==> config.mk <==
export PLATFORM = sky130hd
export DESIGN_NAME = fpa_serial_rx
export DESIGN_NICKNAME = d
export VERILOG_FILES = /design/src/rtl/fpa_rx_pkg.sv /design/src/rtl/fpa_rx_sync.sv /design/src/rtl/fpa_rx_shifter.sv /design/src/rtl/fpa_rx_lane.sv /design/src/rtl/fpa_serial_rx.sv
export SDC_FILE = /design/constraint.sdc
export NUM_CORES = 1
export LEC_CHECK = 0
export ABC_AREA = 1
export BUFFER_PORTS_ARGS = -buffer_cell sky130_fd_sc_hd__buf_4
export CORE_MARGIN = 4
export CORE_UTILIZATION = 50
export CTS_CLUSTER_DIAMETER = 60
export DETAILED_ROUTE_END_ITERATION = 6
export PLACE_DENSITY = 0.81
export SLEW_MARGIN = 20
export SYNTH_ARGS = -nofsm -noshare
export SYNTH_HDL_FRONTEND = slang
export SYNTH_SLANG_ARGS = --single-unit
==> constraint.sdc <==
create_clock -name clk -period 1.85 [get_ports clk]
set_clock_uncertainty 0.2 [all_clocks]
set_input_delay 0.0925 -clock clk [delete_from_list [all_inputs] [get_ports clk]]
set_output_delay 0.0925 -clock clk [all_outputs]
set_load 0.03 [all_outputs]
==> src/rtl/fpa_rx_pkg.sv <==
package fpa_rx_pkg;
  localparam int WORD_W    = 16;
  localparam int DC_W      = 3;
  localparam int MANT_W    = 10;
  localparam int EXP_W     = 3;
  localparam int OUT_W     = 16;
  localparam int PRE_SHIFT = OUT_W - MANT_W - 1;
  localparam int PAY_W     = MANT_W + EXP_W;
  localparam int EXP_LSB   = MANT_W;

  // Turn mantissa/exponent into a linear sample; exponent 0 is reserved
  function automatic logic signed [OUT_W-1:0] fp_to_lin(
    input logic [MANT_W-1:0] mant,
    input logic [EXP_W-1:0]  expo
  );
    logic signed [MANT_W:0]  odd_term;
    logic signed [OUT_W-1:0] widened;
    logic [EXP_W-1:0]        shamt;
    odd_term = {~mant[MANT_W-1], mant[MANT_W-2:0], 1'b1};
    widened  = {{(OUT_W-MANT_W-1){odd_term[MANT_W]}}, odd_term};
    widened  = widened <<< PRE_SHIFT;
    shamt    = ~expo;
    if (expo == '0) fp_to_lin = '0;
    else            fp_to_lin = widened >>> shamt;
  endfunction
endpackage

==> src/rtl/fpa_rx_sync.sv <==
module fpa_rx_sync #(
  parameter int W = 4
) (
  input  logic         clk,
  input  logic         rst_n,
  input  logic [W-1:0] async_in,
  output logic [W-1:0] sync_out
);
  for (genvar b = 0; b < W; b++) begin : g_bit
    logic meta_q, stable_q;
    always_ff @(posedge clk or negedge rst_n) begin
      if (!rst_n) begin
        meta_q   <= 1'b0;
        stable_q <= 1'b0;
      end else begin
        meta_q   <= async_in[b];
        stable_q <= meta_q;
      end
    end
    assign sync_out[b] = stable_q;
  end
endmodule

==> src/rtl/fpa_rx_shifter.sv <==
module fpa_rx_shifter
  import fpa_rx_pkg::*;
(
  input  logic             clk,
  input  logic             rst_n,
  input  logic             bit_rise,
  input  logic             bit_in,
  output logic [PAY_W-1:0] payload
);
  // Only the last PAY_W bits are kept; the leading don't-care bits fall off
  logic [PAY_W-1:0] shreg_q;

  always_ff @(posedge clk or negedge rst_n) begin
    if (!rst_n)        shreg_q <= '0;
    else if (bit_rise) shreg_q <= {bit_in, shreg_q[PAY_W-1:1]};
  end

  assign payload = shreg_q;

  assert_shift_in_R2: assert property (@(posedge clk) disable iff (!rst_n)
    bit_rise |=> shreg_q[PAY_W-1] == $past(bit_in));
  assert_shift_idle_R2: assert property (@(posedge clk) disable iff (!rst_n)
    !bit_rise |=> $stable(shreg_q));
endmodule

==> src/rtl/fpa_rx_lane.sv <==
module fpa_rx_lane
  import fpa_rx_pkg::*;
(
  input  logic                    clk,
  input  logic                    rst_n,
  input  logic                    strobe_fall,
  input  logic [PAY_W-1:0]        payload,
  output logic signed [OUT_W-1:0] sample,
  output logic                    valid
);
  logic                    latch_evt;
  logic [EXP_W-1:0]        word_exp;
  logic [MANT_W-1:0]       word_mant;
  logic signed [OUT_W-1:0] sample_q;
  logic                    valid_q;

  assign latch_evt = strobe_fall;
  assign word_mant = payload[MANT_W-1:0];
  assign word_exp  = payload[EXP_LSB +: EXP_W];

  always_ff @(posedge clk or negedge rst_n) begin
    if (!rst_n) begin
      sample_q <= '0;
      valid_q  <= 1'b0;
    end else begin
      valid_q <= latch_evt;
      if (latch_evt) sample_q <= fp_to_lin(word_mant, word_exp);
    end
  end

  assign sample = sample_q;
  assign valid  = valid_q;

  assert_silence_R5: assert property (@(posedge clk) disable iff (!rst_n)
    (latch_evt && word_exp == '0) |=> (sample_q == '0 && valid_q));
  assert_full_scale_R4: assert property (@(posedge clk) disable iff (!rst_n)
    (latch_evt && (&word_exp)) |=> (sample_q[PRE_SHIFT-1:0] == '0 && sample_q[PRE_SHIFT]));
  assert_hold_R7: assert property (@(posedge clk) disable iff (!rst_n)
    !latch_evt |=> ($stable(sample_q) && !valid_q));
  assert_pulse_R6: assert property (@(posedge clk) disable iff (!rst_n)
    valid_q |=> !valid_q);
endmodule

==> src/rtl/fpa_serial_rx.sv <==
module fpa_serial_rx
  import fpa_rx_pkg::*;
(
  input  logic        clk,
  input  logic        rst_n,
  input  logic        ser_clk,
  input  logic        ser_data,
  input  logic        sel_left,
  input  logic        sel_right,
  output logic [15:0] left_sample,
  output logic        left_valid,
  output logic [15:0] right_sample,
  output logic        right_valid
);
  localparam int NCH  = 2;
  localparam int NIN  = NCH + 2;
  localparam int SEL0 = 2;

  logic [NIN-1:0]          lvl;
  logic [NIN-1:0]          prev_q;
  logic                    bit_rise;
  logic [NCH-1:0]          strobe_fall;
  logic [PAY_W-1:0]        payload;
  logic signed [OUT_W-1:0] lane_sample [NCH];
  logic [NCH-1:0]          lane_valid;

  fpa_rx_sync #(.W(NIN)) u_sync (
    .clk      (clk),
    .rst_n    (rst_n),
    .async_in ({sel_right, sel_left, ser_data, ser_clk}),
    .sync_out (lvl)
  );

  always_ff @(posedge clk or negedge rst_n) begin
    if (!rst_n) prev_q <= '0;
    else        prev_q <= lvl;
  end

  assign bit_rise = lvl[0] & ~prev_q[0];

  fpa_rx_shifter u_shift (
    .clk      (clk),
    .rst_n    (rst_n),
    .bit_rise (bit_rise),
    .bit_in   (lvl[1]),
    .payload  (payload)
  );

  for (genvar c = 0; c < NCH; c++) begin : g_lane
    assign strobe_fall[c] = prev_q[SEL0+c] & ~lvl[SEL0+c];
    fpa_rx_lane u_lane (
      .clk         (clk),
      .rst_n       (rst_n),
      .strobe_fall (strobe_fall[c]),
      .payload     (payload),
      .sample      (lane_sample[c]),
      .valid       (lane_valid[c])
    );
  end

  assign left_sample  = lane_sample[0];
  assign right_sample = lane_sample[1];
  assign left_valid   = lane_valid[0];
  assign right_valid  = lane_valid[1];

  assert_one_lane_R6: assert property (@(posedge clk) disable iff (!rst_n)
    $onehot0(strobe_fall) |=> $onehot0(lane_valid));
endmodule

Word level (Yosys, flattened, before mapping)
Cells that the tools add are included.
{"block": "classes", "bitwise": 8, "muxes": 1, "reduce_logical": 1, "n_shift": 1}
{"operator": "$mux 16", "n": 1}
{"operator": "$sshr 16x3->16", "n": 1}
{"operator": "$not 1->1", "n": 4}
{"operator": "$and 1x1->1", "n": 3}
{"operator": "$logic_not 3->1", "n": 1}
{"operator": "$not 3->3", "n": 1}
{"block": "word_totals", "register_bits": 59, "elab_cells": 25, "output_inout_bits": 34}

Logic depth before layout (Yosys ltp)
Gate-level depths: netlist of the first run.
{"block": "logic_depth", "depth_word": 3, "ltp_mapped": 9, "depth_no_buf": 8}

Cells and area by module
From an unflattened synthesis of the first run, not the netlist that was laid out.
{"block": "hier_totals", "cells_unflattened": 356, "area_unflattened_um2": 2768.9}
{"module": "fpa_rx_lane", "area_per_inst_um2": 969.7, "cells_per_inst": 140, "instances": 2, "seq_area_each_um2": 425.4}
{"module": "fpa_rx_shifter", "area_per_inst_um2": 494.2, "cells_per_inst": 55, "instances": 1, "seq_area_each_um2": 325.3}
{"module": "fpa_rx_sync", "area_per_inst_um2": 230.2, "cells_per_inst": 12, "instances": 1, "seq_area_each_um2": 200.2}
{"module": "fpa_serial_rx", "area_per_inst_um2": 105.1, "cells_per_inst": 9, "instances": 1, "seq_area_each_um2": 75.1}

Worst setup path before layout of the first run
No wires, ideal clock.
{"block": "synth_path", "kind": "register -> register", "from": "reg u_sync.g_bit[2].stable_q", "to": "reg g_lane[0].u_lane.sample_q[10]", "t_arrival_ns": 1.057, "path_stages_with_launch": 6, "t_required_ns": 1.533, "path_slack_ns": 0.477, "n_path_buf": 1, "period_less_slack_ns": 1.373, "path_cell_list": "dfrtp_1 > nor2_4 > clkinv_1 > buf_2 > nand2_1 > nand2_1"}
{"block": "synth_between", "elab_chain_cells": 2}
{"item": "from (decl)", "line": "fpa_rx_sync.sv:10", "source": "logic meta_q, stable_q;"}
{"item": "from (signal assigned)", "line": "fpa_rx_sync.sv:17", "source": "stable_q <= meta_q;"}
{"item": "$not 1->1", "line": "fpa_serial_rx.sv:50", "source": "assign strobe_fall[c] = prev_q[SEL0+c] & ~lvl[SEL0+c];"}
{"item": "$and 1x1->1", "line": "fpa_serial_rx.sv:50"}
{"item": "to (signal assigned)", "line": "fpa_rx_lane.sv:27", "source": "if (latch_evt) sample_q <= fp_to_lin(word_mant, word_exp);"}
{"item": "to (decl)", "line": "fpa_rx_lane.sv:14", "source": "logic signed [OUT_W-1:0] sample_q;"}
No other way between the ends.
A chain may end at the register's enable or synchronous reset.

Worst setup path after layout of the first run
{"block": "layout_path", "from": "reg u_shift.shreg_q[10] (netlist: u_shift.payload[10])", "to": "reg g_lane[1].u_lane.sample_q[11]"}
{"block": "layout_between", "elab_chain_cells": 3}
{"item": "from (decl)", "line": "fpa_rx_shifter.sv:11", "source": "logic [PAY_W-1:0] shreg_q;"}
{"item": "from (signal assigned)", "line": "fpa_rx_shifter.sv:15", "source": "else if (bit_rise) shreg_q <= {bit_in, shreg_q[PAY_W-1:1]};"}
{"item": "$not 3->3", "line": "fpa_rx_pkg.sv:22", "source": "shamt = ~expo;"}
{"item": "$sshr 16x3->16", "line": "fpa_rx_pkg.sv:24", "source": "else fp_to_lin = widened >>> shamt;"}
{"item": "$mux 16 *", "line": "fpa_rx_pkg.sv:23", "source": "if (expo == '0) fp_to_lin = '0;"}
{"item": "to (signal assigned)", "line": "fpa_rx_lane.sv:27"}
{"item": "to (decl)", "line": "fpa_rx_lane.sv:14"}
Every way passes the cells marked *; elsewhere a longest branch is shown, timed or not.

==> results of run 1 <==
==> sequential cells by signal, summed over array words and instances (netlist names) <==
| register | count |
|---|---|
| g_lane.u_lane.valid | 2 |
| g_lane.u_lane.sample | 32 |
| u_sync.g_bit.meta_q | 4 |
| u_sync.g_bit.stable_q | 4 |
| u_shift.payload | 13 |
| prev_q | 3 |
==> layer usage <==
layer	GRT usage, %	vias up	wire (µm)
li1	-	1009	-
met1	26.6	980	2440
met2	32.1	59	2630
met3	5.67	9	304
met4	8.42	0	87
met5	0	-	0
==> power breakdown <==
group	total (mW)	leakage [nW]	switching, mW	internal (mW)
Sequential	1.70	0.723	0.184	1.52
Clock	1.18	0.105	0.495	0.687
Combinational	1.42	0.848	0.921	0.497
Total	4.30	1.68	1.60	2.70
==> layout make-up <==
class | instances | area share, %
Sequential cell | 58 | 46.3
Tap cell | 67 | 2.67
Inverter | 14 | 1.68
Timing Repair Buffer | 54 | 13.3
Clock inverter | 5 | 1.68
Multi-Input combinational cell | 203 | 29.6
Clock buffer | 11 | 4.83
==> placed cells by master (no fill, tap or decap) <==
cell type / n
a21oi_1: 4
buf_4: 49
bufinv_16: 1
clkbuf_8: 11
clkinv_1: 2
clkinv_2: 3
clkinvlp_4: 1
dfrtp_1: 58
dlygate4sd3_1: 5
inv_1: 10
inv_2: 2
mux2_2: 1
nand2_1: 129
nand2_2: 9
nand2_4: 2
nand3_1: 30
nand3_2: 5
nor2_1: 4
nor2_2: 1
nor2_4: 3
o211ai_1: 1
o21ai_0: 10
o21ai_1: 4
==> worst paths after layout <==
path | endpoint | slack [ps] | cells past startpoint
worst max-delay path | g_lane[1].u_lane.sample[11] | 240 | 6
max in group asynchronous | g_lane[1].u_lane.sample[11] | 830 | 2
min in group clk | u_sync.g_bit[0].stable_q | 150 | 0
worst min-delay path | u_shift.payload[1] | 150 | 2
worst max register to register | g_lane[1].u_lane.sample[11] | 240 | 6
worst min register to register | u_sync.g_bit[0].stable_q | 150 | 0
==> worst register-to-register path: stages, from the launching register on <==
cell     delay [ps]
dfrtp_1         540
nor2_2          120
nor2_4          260
nand2_1         180
nand2_1         130
nand2_1          60
nand2_1          60
==> stage by stage <==
step | worst slack, ps | utilization (%)
2_1_floorplan | 477 | -
3_3_place_gp | 264 | 59.8
3_5_place_dp | 266 | 59.8
4_1_cts | 234 | 65.1
5_1_grt | 73.2 | 65.1
6_report | 238 | 65.1
==> kinds of logic after synthesis <==
| logic type | Yosys count | share of synthesized area (%) |
|---|---|---|
| and+or+nand+nor | 183 | 32.4 |
| DFF | 58 | 57.4 |
| buffers and inverters | 26 | 5.89 |
| AOI/OAI and AO/OA | 19 | 3.86 |
| muxes | 1 | 0.446 |
==> reports/qor.yml, run 1 <==
ir_worst_vdd_uv: 798
ant_nets: 0
ys_seq_elements: 58
drive_above_1_share_pct: 25.5
h-tree-depth: 3
place_inst: 391
rows: 25
period_share_pct: 87.1
dieArea_um2: 6260
cts_sinks: 58
initial_core_util_pct: 52.5
hold_path_class: "primary input to async pin"
grt_overflow: 0
syn_area_um2: 2530
r2r-start: "u_shift.payload[10]"
arrival_ps: 1680
syn-instance-count: 287
p_per_area_nw_per_um2: 1370
worst_slew_pin_slew_ps: 695
setup_tns_ps: 0
hold_viol_final: 0
antenna_found_initial: 0
crit_path_end_kind: "flop"
grt_pass1_wl_um: 9860
io_pins: 40
crit_top_cell: "nand2_1"
cp-startpoint: "u_shift.payload[10]"
p_leak_nw: 1.68
grt_setup_unrepaired: "no"
root_buffer: "clkbuf_8"
nets: 346
diodes: 0
ys_types: 21
fp.dieH_um: 79.1
hold_buffers: 5
cts_buffer_depth: 2
async_reset_ff_share_pct: 100
ys.flop_type: "dfrtp_1"
cpMaxStageDelayCell: "dfrtp_1"
wl_per_cell_um: 13.3
drt_iter0_drc: 141
hpwl_um: 3860
cts_tree: "built"
required_ps: 1920
globalRouteTotalUtil_pct: 20.4
max_stage_delay_ps: 540
seqCellArea_um2: 1450
slew_headroom_pct: 53.6
path_cells: "nor2_2, nor2_4, nand2_1, nand2_1, nand2_1, nand2_1"
drv_cap: 0
start_kind: "flop"
grt_max_degree: 59
path_clk_slew_ps: 70
drtPass1Iterations: 4
drc: 0
synth-edff-count: 0
post_cts_resized: 0
final_max_slew_viol_count: 0
design_area_um2: 3140
area_growth_pct: 24.1
num_vias: 2057
synth_common_cells: "nand2_1, dfrtp_1, nand3_1"
timing.critical_path.max_delay_family: "simple AND/OR/NAND/NOR gates"
placed_cell_area_um2: 2880
cts_buffers: 9
ys_warn_count: 0
status: "completed"
postSynthAreaPerCell_um2: 8.81
vias_per_cell: 4.99
finalCriticalPeriod_ps: 1610
hold_ws_ps: 153
synth_nets: 293
crit_buf_inv: 0
seq_area_frac_synth_pct: 57.4
place_congestion: 0.923
insertion_delay_ps: 340
yosysMostFrequentCell: "nand2_1"
multi_input_comb_area_um2: 927
routed_wirelength_um: 5460
synth_top_area_share_pct: 57.4
grt_pass1_vias: 2120
die_w_um: 79.1
fmaxAchievable_ghz: 0.620
stdcell_count: 412
fill_cells: 413
worstSetupPathType: "flop to flop"
setup_violations: 0
synth_area_leaders: "dfrtp_1, nand2_1, nand3_1"
coreArea_um2: 4820
yosysTopAreaCell: "dfrtp_1"
crit_fanout: 12
io_buffers: 39
fin_total_pwr_mw: 4.30
postCtsSetupBuffers: 0
(Power assumes the default switching activity.)
==> inputs of run 2 (changes only) <==
--- a/config.mk
+++ b/config.mk
@@ -9,10 +9,10 @@
 export BUFFER_PORTS_ARGS = -buffer_cell sky130_fd_sc_hd__buf_4
 export CORE_MARGIN = 4
 export CORE_UTILIZATION = 50
-export CTS_CLUSTER_DIAMETER = 60
 export DETAILED_ROUTE_END_ITERATION = 6
-export PLACE_DENSITY = 0.81
+export PLACE_DENSITY = 0.8
 export SLEW_MARGIN = 20
 export SYNTH_ARGS = -nofsm -noshare
 export SYNTH_HDL_FRONTEND = slang
+export SYNTH_HIERARCHICAL = 1
 export SYNTH_SLANG_ARGS = --single-unit
==> run 2 against run 1 <==
Setup slack barely moved; maximum frequency hardly changed; synthesized cell count rose by 24%; cell count rose by 15%; register-to-register slack about the same; critical endpoint is now g_lane[0].u_lane/sample[8]; highest routed layer unchanged; critical path depth down 1; sequential power is 2% higher; die area grew 8.6%; sequential cell count stayed put; area after synthesis is 9.6% higher; total power rose by 1.6%.
==> reports/qor.yml, run 2 <==
status: "completed"
period_share_pct: 87.1  # about the same
syn-instance-count: 356  # +24%
drt_iter0_drc: 279  # +98%
synth_top_area_share_pct: 52.4  # -5.0 points
drtPass1Iterations: 4  # unchanged
worstSetupPathType: "flop to flop"
final_max_slew_viol_count: 0  # unchanged
finalCriticalPeriod_ps: 1610  # -0.284 ps
stdcell_count: 474  # +15%
start_kind: "flop"
crit_top_cell: "nand3_1"
required_ps: 1910  # about the same
crit_buf_inv: 1  # +1
largest_register_ffs: 32  # unchanged
p_per_area_nw_per_um2: 1300  # -5.1%
io_buffers: 39  # unchanged
fp.dieH_um: 82.4  # +4.2%
area_growth_pct: 21.2
setup_violations: 0  # unchanged
place_congestion: 0.857  # -7.1%
fill_cells: 464  # +12%
grt_pass1_wl_um: 10400  # +5.7%
h-tree-depth: 3  # unchanged
cp-startpoint: "u_sync/g_bit[2].stable_q"
cts_buffers: 9  # unchanged
initial_core_util_pct: 52.9  # +0.40 points
cpMaxStageDelayCell: "nor3_4"
cts_tree: "built"
crit_fanout: 11  # -1
drive_above_1_share_pct: 16.8  # -8.7 points
postCtsSetupBuffers: 0  # unchanged
worstSetupEndpoint: "g_lane[0].u_lane/sample[8]"
grt_setup_unrepaired: "no"
root_buffer: "clkbuf_8"
rows: 26  # +4.0%
nets: 406  # +17%
grt_overflow: 0  # unchanged
cts_sinks: 58  # unchanged
diodes: 0  # unchanged
yosysTopAreaCell: "dfrtp_1"
cts_buffer_depth: 2  # unchanged
ir_worst_vdd_uv: 698  # -13%
final_common_cell: "nand2_1"
io_pins: 40  # unchanged
seq_area_frac_synth_pct: 52.4  # -5.0 points
drv_cap: 0  # unchanged
synth_common_cells: "nand2_1, nand3_1, dfrtp_1"
worst_slew_pin_slew_ps: 709  # +13.9 ps
r2r-start: "u_sync/g_bit[2].stable_q"
hold_path_class: "primary input to async pin"
ys_warn_count: 6  # +6
synth_area_leaders: "dfrtp_1, nand2_1, nand3_1"
ant_nets: 0  # unchanged
crit_path_end_kind: "flop"
setup_tns_ps: 0  # unchanged
synth-edff-count: 0  # unchanged
ys_seq_elements: 58  # unchanged
yosysMostFrequentCell: "nand2_1"
drc: 0  # unchanged
dieArea_um2: 6790  # +8.6%
path_clk_slew_ps: 60  # about the same
grt_max_degree: 59  # unchanged
ys_types: 15  # -29%
final_cell_mix: "nand2_1, nand3_1, dfrtp_1, buf_4, inv_1"
hold_viol_final: 0  # unchanged
postSynthAreaPerCell_um2: 7.78  # -12%
worst-path-stages: 5  # -1
vias_per_cell: 5.25  # +5.1%
wl_per_cell_um: 12.6  # -4.9%
path_cells: "nor2_2, inv_2, nor3_4, nand3_1, nand3_1"
syn_area_um2: 2770  # +9.6%
fmaxAchievable_ghz: 0.621  # about the same
place_inst: 454  # +16%
die_w_um: 82.4  # +4.2%
reg2reg_depth: 5  # -1
synth_nets: 362  # +24%
coreArea_um2: 5240  # +8.7%
timing.critical_path.max_delay_family: "simple AND/OR/NAND/NOR gates"
globalRouteTotalUtil_pct: 20.5  # +0.089 points
routed_wirelength_um: 5970  # +9.4%
arrival_ps: 1670  # about the same
p_leak_nw: 1.75  # +4.7%
async_reset_ff_share_pct: 100  # unchanged
slew_headroom_pct: 52.7  # -0.92 points
grt_pass1_vias: 2318  # +9.3%
hpwl_um: 4160  # +7.6%
r2r_end: "g_lane[0].u_lane/sample[8]"
insertion_delay_ps: 330  # about the same
max_stage_delay_ps: 390  # -150 ps
antenna_found_initial: 0  # unchanged
r2r_slack_ps: 240  # about the same
ys.flop_type: "dfrtp_1"
num_vias: 2487  # +21%
==> run 2: cell types whose count changed after synthesis, sizes merged, moves of 4 or more <==
cell and delta:
a21oi -4, buf +6, nand3 +65, o21ai -10, inv +8
==> run 2: area by class of cell <==
class                   count  area, µm²  area share, %
inverters                  22       82.6           2.46
well taps                  70       87.6           2.61
clock inverters             2       35.0           1.04
repair buffers             51        395           11.8
flip-flops and latches     58       1450           43.2
clock buffers              13        169           5.03
multi-input cells         258       1140           33.8
==> run 2: power by group <==
group	switching, mW	total (mW)	internal (mW)
sequential	0.223	1.74	1.51
clock	0.463	1.19	0.723
combinational	0.941	1.45	0.506
total	1.63	4.37	2.74
==> run 2: worst min-delay path by stage <==
stage / startpoint / to / slack (ps) / cells after the start
finish: rst_n / u_sync/g_bit[1].stable_q / 140 / 2
global placement: rst_n / u_sync/g_bit[1].meta_q / -20 / 1
CTS: u_sync/g_bit[3].meta_q / u_sync/g_bit[3].stable_q / 150 / 0
global route: u_sync/g_bit[1].meta_q / u_sync/g_bit[1].stable_q / 160 / 0
floorplan: rst_n / g_lane[0].u_lane/sample[0] / -400 / 0
detailed placement: rst_n / u_sync/g_bit[1].stable_q / -3 / 1
==> run 2: repair_timing <==
item / in CTS / in global routing
gates resized for setup: 0 / 2
endpoints found under the hold margin: 62 / 0
hold buffers: 5 / 0
endpoints found under the setup margin: 0 / 17
==> run 2: layer usage <==
metal  vias to the layer above  wire length (µm)  global-route usage, %
met3                        16               394                   4.12
met4                         0               200                   13.8
met1                      1143              2690                   27.3
li1                       1242                 -                      -
met5                         -                 0                      0
met2                        86              2690                   30.0
==> run 2: logic make-up (layout without fill, tap and decap cells) <==
logic type / after synthesis / in the layout / share of synthesized area (%)
simple gates: 254 / 254 / 39.9
flops: 58 / 58 / 52.4
compound gates: 4 / 4 / 0.723
buf+inv: 40 / 88 / 7.00
==> run 2: stage by stage <==
stage | power [mW] | util, % | instance area, µm² | hold WS (ps) | setup slack [ps]
6_report | 4.37 | 64.1 | 3360 | 143 | 239
5_1_grt | 4.64 | 64.1 | 3360 | 159 | 105
4_1_cts | 4.40 | 63.9 | 3340 | 149 | 62.5
3_5_place_dp | 3.19 | 59.0 | 3090 | -3.21 | 81.1
3_3_place_gp | 3.16 | 59.0 | 3090 | -16.7 | 156
2_1_floorplan | 2.69 | - | 2770 | -403 | 389
